`src/rtl/align_pkg.sv`:
```
package align_pkg;

  typedef enum logic [2:0] {
    ST_SEARCH,
    ST_LOCKING,
    ST_SLIP,
    ST_WAIT,
    ST_ALIGNED
  } alignState_t;

  // control -> datapath strobes
  typedef struct packed {
    logic errInc;
    logic errClr;
    logic cleanInc;
    logic cleanClr;
    logic timInc;
    logic timClr;
    logic flagTrack;
  } alignStrobe_t;

  // datapath -> control status
  typedef struct packed {
    logic errHit;
    logic cleanHit;
    logic slipLast;
    logic settleLast;
    logic staticEvt;
  } alignStat_t;

endpackage

```
`src/rtl/align_datapath.sv`:
```
module align_datapath
  import align_pkg::*;
#(
  parameter int ERR_W         = 8,
  parameter int CLEAN_W       = 10,
  parameter int CFG_W         = 10,
  parameter int ERR_DEF       = 2,
  parameter int CLEAN_DEF     = 256,
  parameter int SLIP_CYCLES   = 2,
  parameter int SETTLE_CYCLES = 14,
  parameter int STATIC_LEN    = 32
) (
  input  logic             clk,
  input  logic             rst,
  input  logic             wordFlag,
  input  logic             enhancedMode,
  input  logic             cfgWrEn,
  input  logic             cfgSel,
  input  logic [CFG_W-1:0] cfgData,
  input  alignStrobe_t     stb,
  output alignStat_t       stat
);

  localparam int TIM_MAX = (SLIP_CYCLES > SETTLE_CYCLES) ? SLIP_CYCLES : SETTLE_CYCLES;
  localparam int TIM_W   = $clog2(TIM_MAX + 1);
  localparam int RUN_W   = $clog2(STATIC_LEN + 1);
  localparam logic [TIM_W-1:0] SLIP_LAST   = TIM_W'(SLIP_CYCLES - 1);
  localparam logic [TIM_W-1:0] SETTLE_LAST = TIM_W'(SETTLE_CYCLES - 1);
  localparam logic [RUN_W-1:0] RUN_FULL    = RUN_W'(STATIC_LEN);
  localparam logic [ERR_W:0]   ERR_ONE     = 1;
  localparam logic [CLEAN_W:0] CLEAN_ONE   = 1;

  logic [ERR_W-1:0]   errThr, errEff, errCnt;
  logic [CLEAN_W-1:0] cleanThr, cleanEff, cleanCnt;
  logic [TIM_W-1:0]   timer;
  logic [RUN_W-1:0]   runLen, runNext;
  logic               flagPrev;

  // threshold registers
  always_ff @(posedge clk) begin
    if (rst) begin
      errThr   <= ERR_W'(ERR_DEF);
      cleanThr <= CLEAN_W'(CLEAN_DEF);
    end else if (cfgWrEn) begin
      if (cfgSel) cleanThr <= cfgData[CLEAN_W-1:0];
      else        errThr   <= cfgData[ERR_W-1:0];
    end
  end

  assign errEff   = (errThr == '0)   ? ERR_W'(1)   : errThr;
  assign cleanEff = (cleanThr == '0) ? CLEAN_W'(1) : cleanThr;

  // consecutive-word counters and settle timer
  always_ff @(posedge clk) begin
    if (rst) begin
      errCnt   <= '0;
      cleanCnt <= '0;
      timer    <= '0;
    end else begin
      if (stb.errClr)        errCnt   <= '0;
      else if (stb.errInc)   errCnt   <= errCnt + 1'b1;
      if (stb.cleanClr)      cleanCnt <= '0;
      else if (stb.cleanInc) cleanCnt <= cleanCnt + 1'b1;
      if (stb.timClr)        timer    <= '0;
      else if (stb.timInc)   timer    <= timer + 1'b1;
    end
  end

  // flag run-length tracker
  always_comb begin
    if (runLen != '0 && wordFlag == flagPrev)
      runNext = (runLen == RUN_FULL) ? runLen : runLen + 1'b1;
    else
      runNext = RUN_W'(1);
  end

  always_ff @(posedge clk) begin
    if (rst || !stb.flagTrack) begin
      runLen   <= '0;
      flagPrev <= 1'b0;
    end else begin
      runLen   <= runNext;
      flagPrev <= wordFlag;
    end
  end

  assign stat.errHit     = ({1'b0, errCnt} + ERR_ONE) >= {1'b0, errEff};
  assign stat.cleanHit   = ({1'b0, cleanCnt} + CLEAN_ONE) >= {1'b0, cleanEff};
  assign stat.slipLast   = (timer == SLIP_LAST);
  assign stat.settleLast = (timer == SETTLE_LAST);
  assign stat.staticEvt  = enhancedMode && (runNext == RUN_FULL);

  AST_RUN_BOUND: assert property (@(posedge clk) disable iff (rst)
    runLen <= RUN_FULL) else $error("run length overflow");
  AST_TIMER_BOUND: assert property (@(posedge clk) disable iff (rst)
    timer <= SETTLE_LAST) else $error("settle timer overflow");
  AST_ERR_BOUND: assert property (@(posedge clk) disable iff (rst)
    errCnt < errEff || $past(cfgWrEn)) else $error("error count past threshold");

endmodule

```
`src/rtl/align_ctrl.sv`:
```
module align_ctrl
  import align_pkg::*;
(
  input  logic         clk,
  input  logic         rst,
  input  logic         wordErr,
  input  logic         wordIdle,
  input  logic         idleLockMode,
  input  alignStat_t   stat,
  output alignStrobe_t stb,
  output logic         rxSlide,
  output logic         aligned
);

  alignState_t state, nxt;
  logic        badWord;

  assign badWord = wordErr | stat.staticEvt;

  always_comb begin
    nxt           = state;
    stb           = '0;
    stb.flagTrack = (state == ST_SEARCH) || (state == ST_LOCKING) || (state == ST_ALIGNED);
    unique case (state)
      ST_SEARCH, ST_LOCKING: begin
        if (badWord) begin
          stb.cleanClr = 1'b1;
          if (stat.errHit) begin
            stb.errClr = 1'b1;
            stb.timClr = 1'b1;
            nxt        = ST_SLIP;
          end else begin
            stb.errInc = 1'b1;
            nxt        = ST_SEARCH;
          end
        end else begin
          stb.errClr = 1'b1;
          if (!idleLockMode || wordIdle) begin
            if (stat.cleanHit) begin
              stb.cleanClr = 1'b1;
              nxt          = ST_ALIGNED;
            end else begin
              stb.cleanInc = 1'b1;
              nxt          = ST_LOCKING;
            end
          end else begin
            stb.cleanClr = 1'b1;
            nxt          = ST_SEARCH;
          end
        end
      end
      ST_SLIP: begin
        if (stat.slipLast) begin
          stb.timClr = 1'b1;
          nxt        = ST_WAIT;
        end else stb.timInc = 1'b1;
      end
      ST_WAIT: begin
        if (stat.settleLast) begin
          stb.timClr   = 1'b1;
          stb.errClr   = 1'b1;
          stb.cleanClr = 1'b1;
          nxt          = ST_SEARCH;
        end else stb.timInc = 1'b1;
      end
      ST_ALIGNED: begin
        if (stat.staticEvt) begin
          stb.errClr = 1'b1;
          nxt        = ST_SEARCH;
        end else if (wordErr) begin
          if (stat.errHit) begin
            stb.errClr = 1'b1;
            nxt        = ST_SEARCH;
          end else stb.errInc = 1'b1;
        end else stb.errClr = 1'b1;
      end
      default: nxt = ST_SEARCH;
    endcase
  end

  always_ff @(posedge clk) begin
    if (rst) state <= ST_SEARCH;
    else     state <= nxt;
  end

  assign rxSlide = (state == ST_SLIP);
  assign aligned = (state == ST_ALIGNED);

  AST_SLIP_HOLD: assert property (@(posedge clk) disable iff (rst)
    rxSlide && !$past(rxSlide) |=> rxSlide) else $error("slip pulse too short");
  AST_SLIP_END: assert property (@(posedge clk) disable iff (rst)
    rxSlide && $past(rxSlide) |=> !rxSlide) else $error("slip pulse too long");
  AST_SLIP_CAUSE: assert property (@(posedge clk) disable iff (rst)
    $rose(rxSlide) |-> $past(wordErr || stat.staticEvt)) else $error("slip without bad word");
  AST_NO_DIRECT_SLIP: assert property (@(posedge clk) disable iff (rst)
    aligned |=> !rxSlide) else $error("slip straight from aligned");
  AST_OUT_EXCL: assert property (@(posedge clk) disable iff (rst)
    !(rxSlide && aligned)) else $error("slip and aligned together");

endmodule

```
`src/rtl/word_align_fsm.sv`:
```
module word_align_fsm
  import align_pkg::*;
#(
  parameter int ERR_W         = 8,
  parameter int CLEAN_W       = 10,
  parameter int ERR_DEF       = 2,
  parameter int CLEAN_DEF     = 256,
  parameter int SLIP_CYCLES   = 2,
  parameter int SETTLE_CYCLES = 14,
  parameter int STATIC_LEN    = 32,
  localparam int CFG_W        = (CLEAN_W > ERR_W) ? CLEAN_W : ERR_W
) (
  input  logic             clk,
  input  logic             rst,
  input  logic             wordErr,
  input  logic             wordFlag,
  input  logic             wordIdle,
  input  logic             enhancedMode,
  input  logic             idleLockMode,
  input  logic             cfgWrEn,
  input  logic             cfgSel,
  input  logic [CFG_W-1:0] cfgData,
  output logic             rxSlide,
  output logic             aligned
);

  alignStrobe_t stb;
  alignStat_t   stat;

  align_ctrl u_ctrl (
    .clk          (clk),
    .rst          (rst),
    .wordErr      (wordErr),
    .wordIdle     (wordIdle),
    .idleLockMode (idleLockMode),
    .stat         (stat),
    .stb          (stb),
    .rxSlide      (rxSlide),
    .aligned      (aligned)
  );

  align_datapath #(
    .ERR_W         (ERR_W),
    .CLEAN_W       (CLEAN_W),
    .CFG_W         (CFG_W),
    .ERR_DEF       (ERR_DEF),
    .CLEAN_DEF     (CLEAN_DEF),
    .SLIP_CYCLES   (SLIP_CYCLES),
    .SETTLE_CYCLES (SETTLE_CYCLES),
    .STATIC_LEN    (STATIC_LEN)
  ) u_dp (
    .clk          (clk),
    .rst          (rst),
    .wordFlag     (wordFlag),
    .enhancedMode (enhancedMode),
    .cfgWrEn      (cfgWrEn),
    .cfgSel       (cfgSel),
    .cfgData      (cfgData),
    .stb          (stb),
    .stat         (stat)
  );

endmodule

```
`config.mk`:
```
export PLATFORM = sky130hd
export DESIGN_NAME = word_align_fsm
export DESIGN_NICKNAME = d
export VERILOG_FILES = /design/src/rtl/align_pkg.sv /design/src/rtl/align_datapath.sv /design/src/rtl/align_ctrl.sv /design/src/rtl/word_align_fsm.sv
export SDC_FILE = /design/constraint.sdc
export NUM_CORES = 1
export LEC_CHECK = 0
export BUFFER_PORTS_ARGS = -buffer_cell sky130_fd_sc_hd__buf_2
export CORE_MARGIN = 2
export CORE_UTILIZATION = 54
export CTS_CLUSTER_SIZE = 28
export DETAILED_ROUTE_END_ITERATION = 10
export GPL_TIMING_DRIVEN = 0
export PLACE_DENSITY = 0.75
export RECOVER_POWER = 25
export SETUP_SLACK_MARGIN = 0.05
export SLEW_MARGIN = 30
export SYNTH_ARGS = -nofsm -noshare
export SYNTH_HDL_FRONTEND = slang
export SYNTH_HIERARCHICAL = 1
export SYNTH_SLANG_ARGS = --single-unit
```
`constraint.sdc`:
```
create_clock -name clk -period 3.1 [get_ports clk]
set_input_delay 0.31 -clock clk [delete_from_list [all_inputs] [get_ports clk]]
set_output_delay 0.31 -clock clk [all_outputs]
set_load 0.005 [all_outputs]
```
==> impl_results.md <==
* Hold Slack at 0.213 ns
* Cell types occupying the most area after synthesis: dfxtp_1 (34%), ha_1 (10%), nand2_1 (6.5%), xor2_1 (6.2%), a21oi_1 (4.9%)
* Area occupied by multi-input gates at 1880 um^2
* Power per cell area at 391 nW/um^2
* FF/Latch Area at 1020 um^2
* Count of port buffers added during placement at 20
* FILL cells at 467
* Count of boundary I/O pins at 21
* Detailed Routing Iterations Pass 1 at 4
* Mean instance size in the synthesized netlist at 8.26 um^2
* Number of cells produced by synthesis at 361
* Number of warnings reported in the yosys synthesis log at 6
* Worst setup endpoint: u_dp/cleanCnt[3]$_SDFFE_PP0P_
* Synthesized area at 2980 um^2
* Sequential share of the synthesized area at 33.6%
* Pre-CTS worst setup slack at -0.310 ns
* Final Max Slew Viols at 0
* Global-route usage over all layers at 20.4%
* Number of unique standard cell types used by synthesis at 50
* Number of flops mapped to enable cells by yosys at 0
* Final WS setup at 0.0719 ns
* Total inserted antenna cells at 0
* Floorplan row count at 27
* Effective utilization at floorplan at 55.2%
* Gp weighted congestion at 0.829
* Clock skew after layout at 0.0111 ns
* Commonest cells in the netlist: nand2_1 (52), dfxtp_1 (50), nor2_1 (30), a21oi_1 (29), inv_1 (27)
* Worst reg2reg path startpoint: u_dp/cleanCnt[5]$_SDFFE_PP0P_
* Final HPWL DP at 4240 um
* CTS root buffer: clkbuf_8
* Maximum net fanout on the critical path at 5
* Height of the chip at 78.3 um
* Startpoint class of the critical path: flop
* Status: completed
* Starting DRC count in detailed routing at 119
* Residual DRC at 0
* Initial antenna violation count at 0
* Fraction of registers with async set or reset after synthesis at 0%
* Cts bufs inserted at 5
* Nets at 438
* Global-route wire length before repair at 10200 um
* Share of layout cells above drive strength 1 at 19.0%
* Clock tree from TritonCTS: yes
* Number of vias in the routed layout at 2505
* Placeable core area at 5410 um^2
* Path class of the lowest-slack min-delay path: input pin to flop
* Shortest clock period the worst path allows after layout at 3.03 ns
* Post-route clock period utilization at 97.7%
* Width of the chip at 78.3 um
* Clock-pin slew on the worst setup and hold paths at 0.09 ns
* Top-area cell type share of the netlist area at 33.6%
* Worst flop-to-flop path endpoint: u_dp/cleanCnt[3]$_SDFFE_PP0P_
* Relative slew slack at 63.8%
* Synth-to-layout area growth at 16.0%
* Most area-hungry cell type in the Yosys netlist: dfxtp_1
* CTS sink cnt at 50
* Wire length per cell at 12.7 um
* Routed vias/inst at 5.36
* Antenna viol nets, final at 0
* Total number of H-tree levels at 2
* Max Buffers Root-to-Sink at 2
* Leading cell type by number of instances after synthesis: nand2_1
* GRT overflow at 0
* Beginning of the worst hold path: rst
* RSZ-0062 raised after global routing: true
* Number of cells on the worst reg-to-reg path at 15
* Hold path cells at 2
* Synthesis-stage register bit count at 50
* Leakage Power at 0.00149 uW
* Most instantiated flip-flop cell in the synthesis netlist: dfxtp_1
* Peak VDD IR at 0.296 mV
* Final number of hold-violating endpoints at 0
* Count of maximum capacitance violations at 0
* Overall die area at 6130 um^2
* Final wirelength at 5950 um
* Critical setup path kind: flop to flop
* Setup slack on the worst flop-to-flop path at 0.07 ns
* Pin count of the biggest net entering global routing at 15
* Via count of the first global-routing pass at 2349
* Timing startpoint of the critical path: u_dp/cleanCnt[5]$_SDFFE_PP0P_
* Highest Clock Rate at 0.330 GHz
* Core Util, Final at 64.0%
* Worst-Skew Late Latency at 0.30 ns
* Count of hold-fix buffers inserted at cts at 0
* Endpoint kind of the worst setup timing path: flop
* Critical Path RT at 3.29 ns
* Final instance count without filler cells at 467
* Cell area after placement at 3180 um^2
* Instance count after placement with tap cells included at 453
* Area of all placed cells without fillers at 3460 um^2
* Final-report setup violation count at 0
* Post-Synthesis Net Count at 404
* Transition time at the pin with the least slew margin at 0.542 ns
* Worst EP arrival at 3.22 ns
[cells in the final DEF, fill, tap and decap left out, types with 2 or more instances in the layout]
cell type	count
nor2_1	30
a21oi_1	28
or3_1	2
a41o_1	2
nand4_1	7
nand2b_1	7
clkbuf_8	6
mux2i_1	2
dfxtp_1	45
dfxtp_4	4
a21o_1	6
inv_1	25
a211oi_2	2
xnor2_1	14
o211ai_1	3
a211o_1	2
nor4_4	2
nand3_1	11
xor2_1	21
ha_1	23
buf_6	2
o21ai_0	4
clkbuf_1	7
a32oi_1	2
nand3b_1	2
or2_2	2
buf_2	21
nor4_1	2
nand2_1	51
nor3_1	9
and3_1	3
and2_1	3
buf_4	10
[flip-flops by register name (all words and copies together) (netlist names)]
| register | flops |
|---|---|
| u_dp/flagPrev | 1 |
| u_dp/runLen | 6 |
| u_dp/errThr | 8 |
| u_dp/cleanCnt | 10 |
| u_dp/errCnt | 8 |
| u_dp/timer | 4 |
| u_ctrl/state | 3 |
| u_dp/cleanThr | 10 |
[metrics by stage]
step                      power, uW  TNS (ns)
after floorplan                 831         0
after global placement          878    -0.869
after detailed placement        882     -1.89
after CTS                      1360         0
after global routing           1420    -0.233
final                          1350         0
[power by group]
| part | switching (uW) | leakage (uW) | total [uW] | internal, uW |
|---|---|---|---|---|
| clock | 211 | 0.0000573 | 469 | 258 |
| sequential | 16.7 | 0.000410 | 677 | 660 |
| combinational | 113 | 0.00103 | 206 | 92.3 |
[routing by layer]
metal  part of all wire, %  up-vias  track usage [%]  routed length [um]
li1                      -     1292                -                   -
met1                    50     1164             26.9                2950
met2                    46       40             33.7                2740
met3                   3.1        9             3.45                 182
met4                   1.3        0             7.19                  79
met5                     0        -                0                   0
[critical path: stages, from the launching register on]
cell	delay (ns)
dfxtp_1	0.41
and2_2	0.23
nand3_2	0.11
xnor2_1	0.14
ha_1	0.29
a21o_1	0.16
a21o_1	0.18
a32o_1	0.20
a211o_1	0.31
inv_2	0.08
and3_4	0.18
buf_8	0.11
buf_4	0.14
nand4_1	0.13
xor2_1	0.21
nor2_1	0.06
[repair_timing]
action	in CTS	in global routing
pin swaps	4	7
setup buffers	4	6
resized for setup	17	13
setup endpoints to repair	18	18
[worst min path at each step]
stage | endpoint | slack, ns
global placement | u_dp/cleanThr[0]$_SDFFE_PP0P_ | 0.45
finish | u_ctrl/state[0]$_SDFFE_PP0P_ | 0.21
global route | u_ctrl/state[0]$_SDFFE_PP0P_ | 0.21
CTS | u_ctrl/state[0]$_SDFFE_PP0P_ | 0.21
floorplan | u_ctrl/state[0]$_SDFFE_PP0P_ | 0.38
detailed placement | u_dp/cleanThr[0]$_SDFFE_PP0P_ | 0.45
[cells by family (layout without fill, tap and decap cells)]
group / count (synthesis) / in the layout / synth area share [%]
AOI/OAI and AO/OA: 60 / 60 / 13.2
xor gates and xnor gates: 36 / 36 / 10.6
adders and majority gates: 24 / 24 / 10.1
buffers and inverters: 42 / 76 / 6.17
DFF: 50 / 50 / 33.6
muxes: 3 / 3 / 1.05
and+or+nand+nor: 146 / 146 / 25.4
[cell type report]
| class | instances | area share (%) |
|---|---|---|
| plain buffers | 12 | 2.24 |
| clock buffers | 6 | 2.39 |
| clock inverters | 1 | 0.868 |
| inverters | 27 | 3.04 |
| multi-input cells | 269 | 54.4 |
| flip-flops and latches | 50 | 29.4 |
| well taps | 72 | 2.60 |
| repair buffers | 30 | 5.03 |
Power figures use the tool's default switching activity.
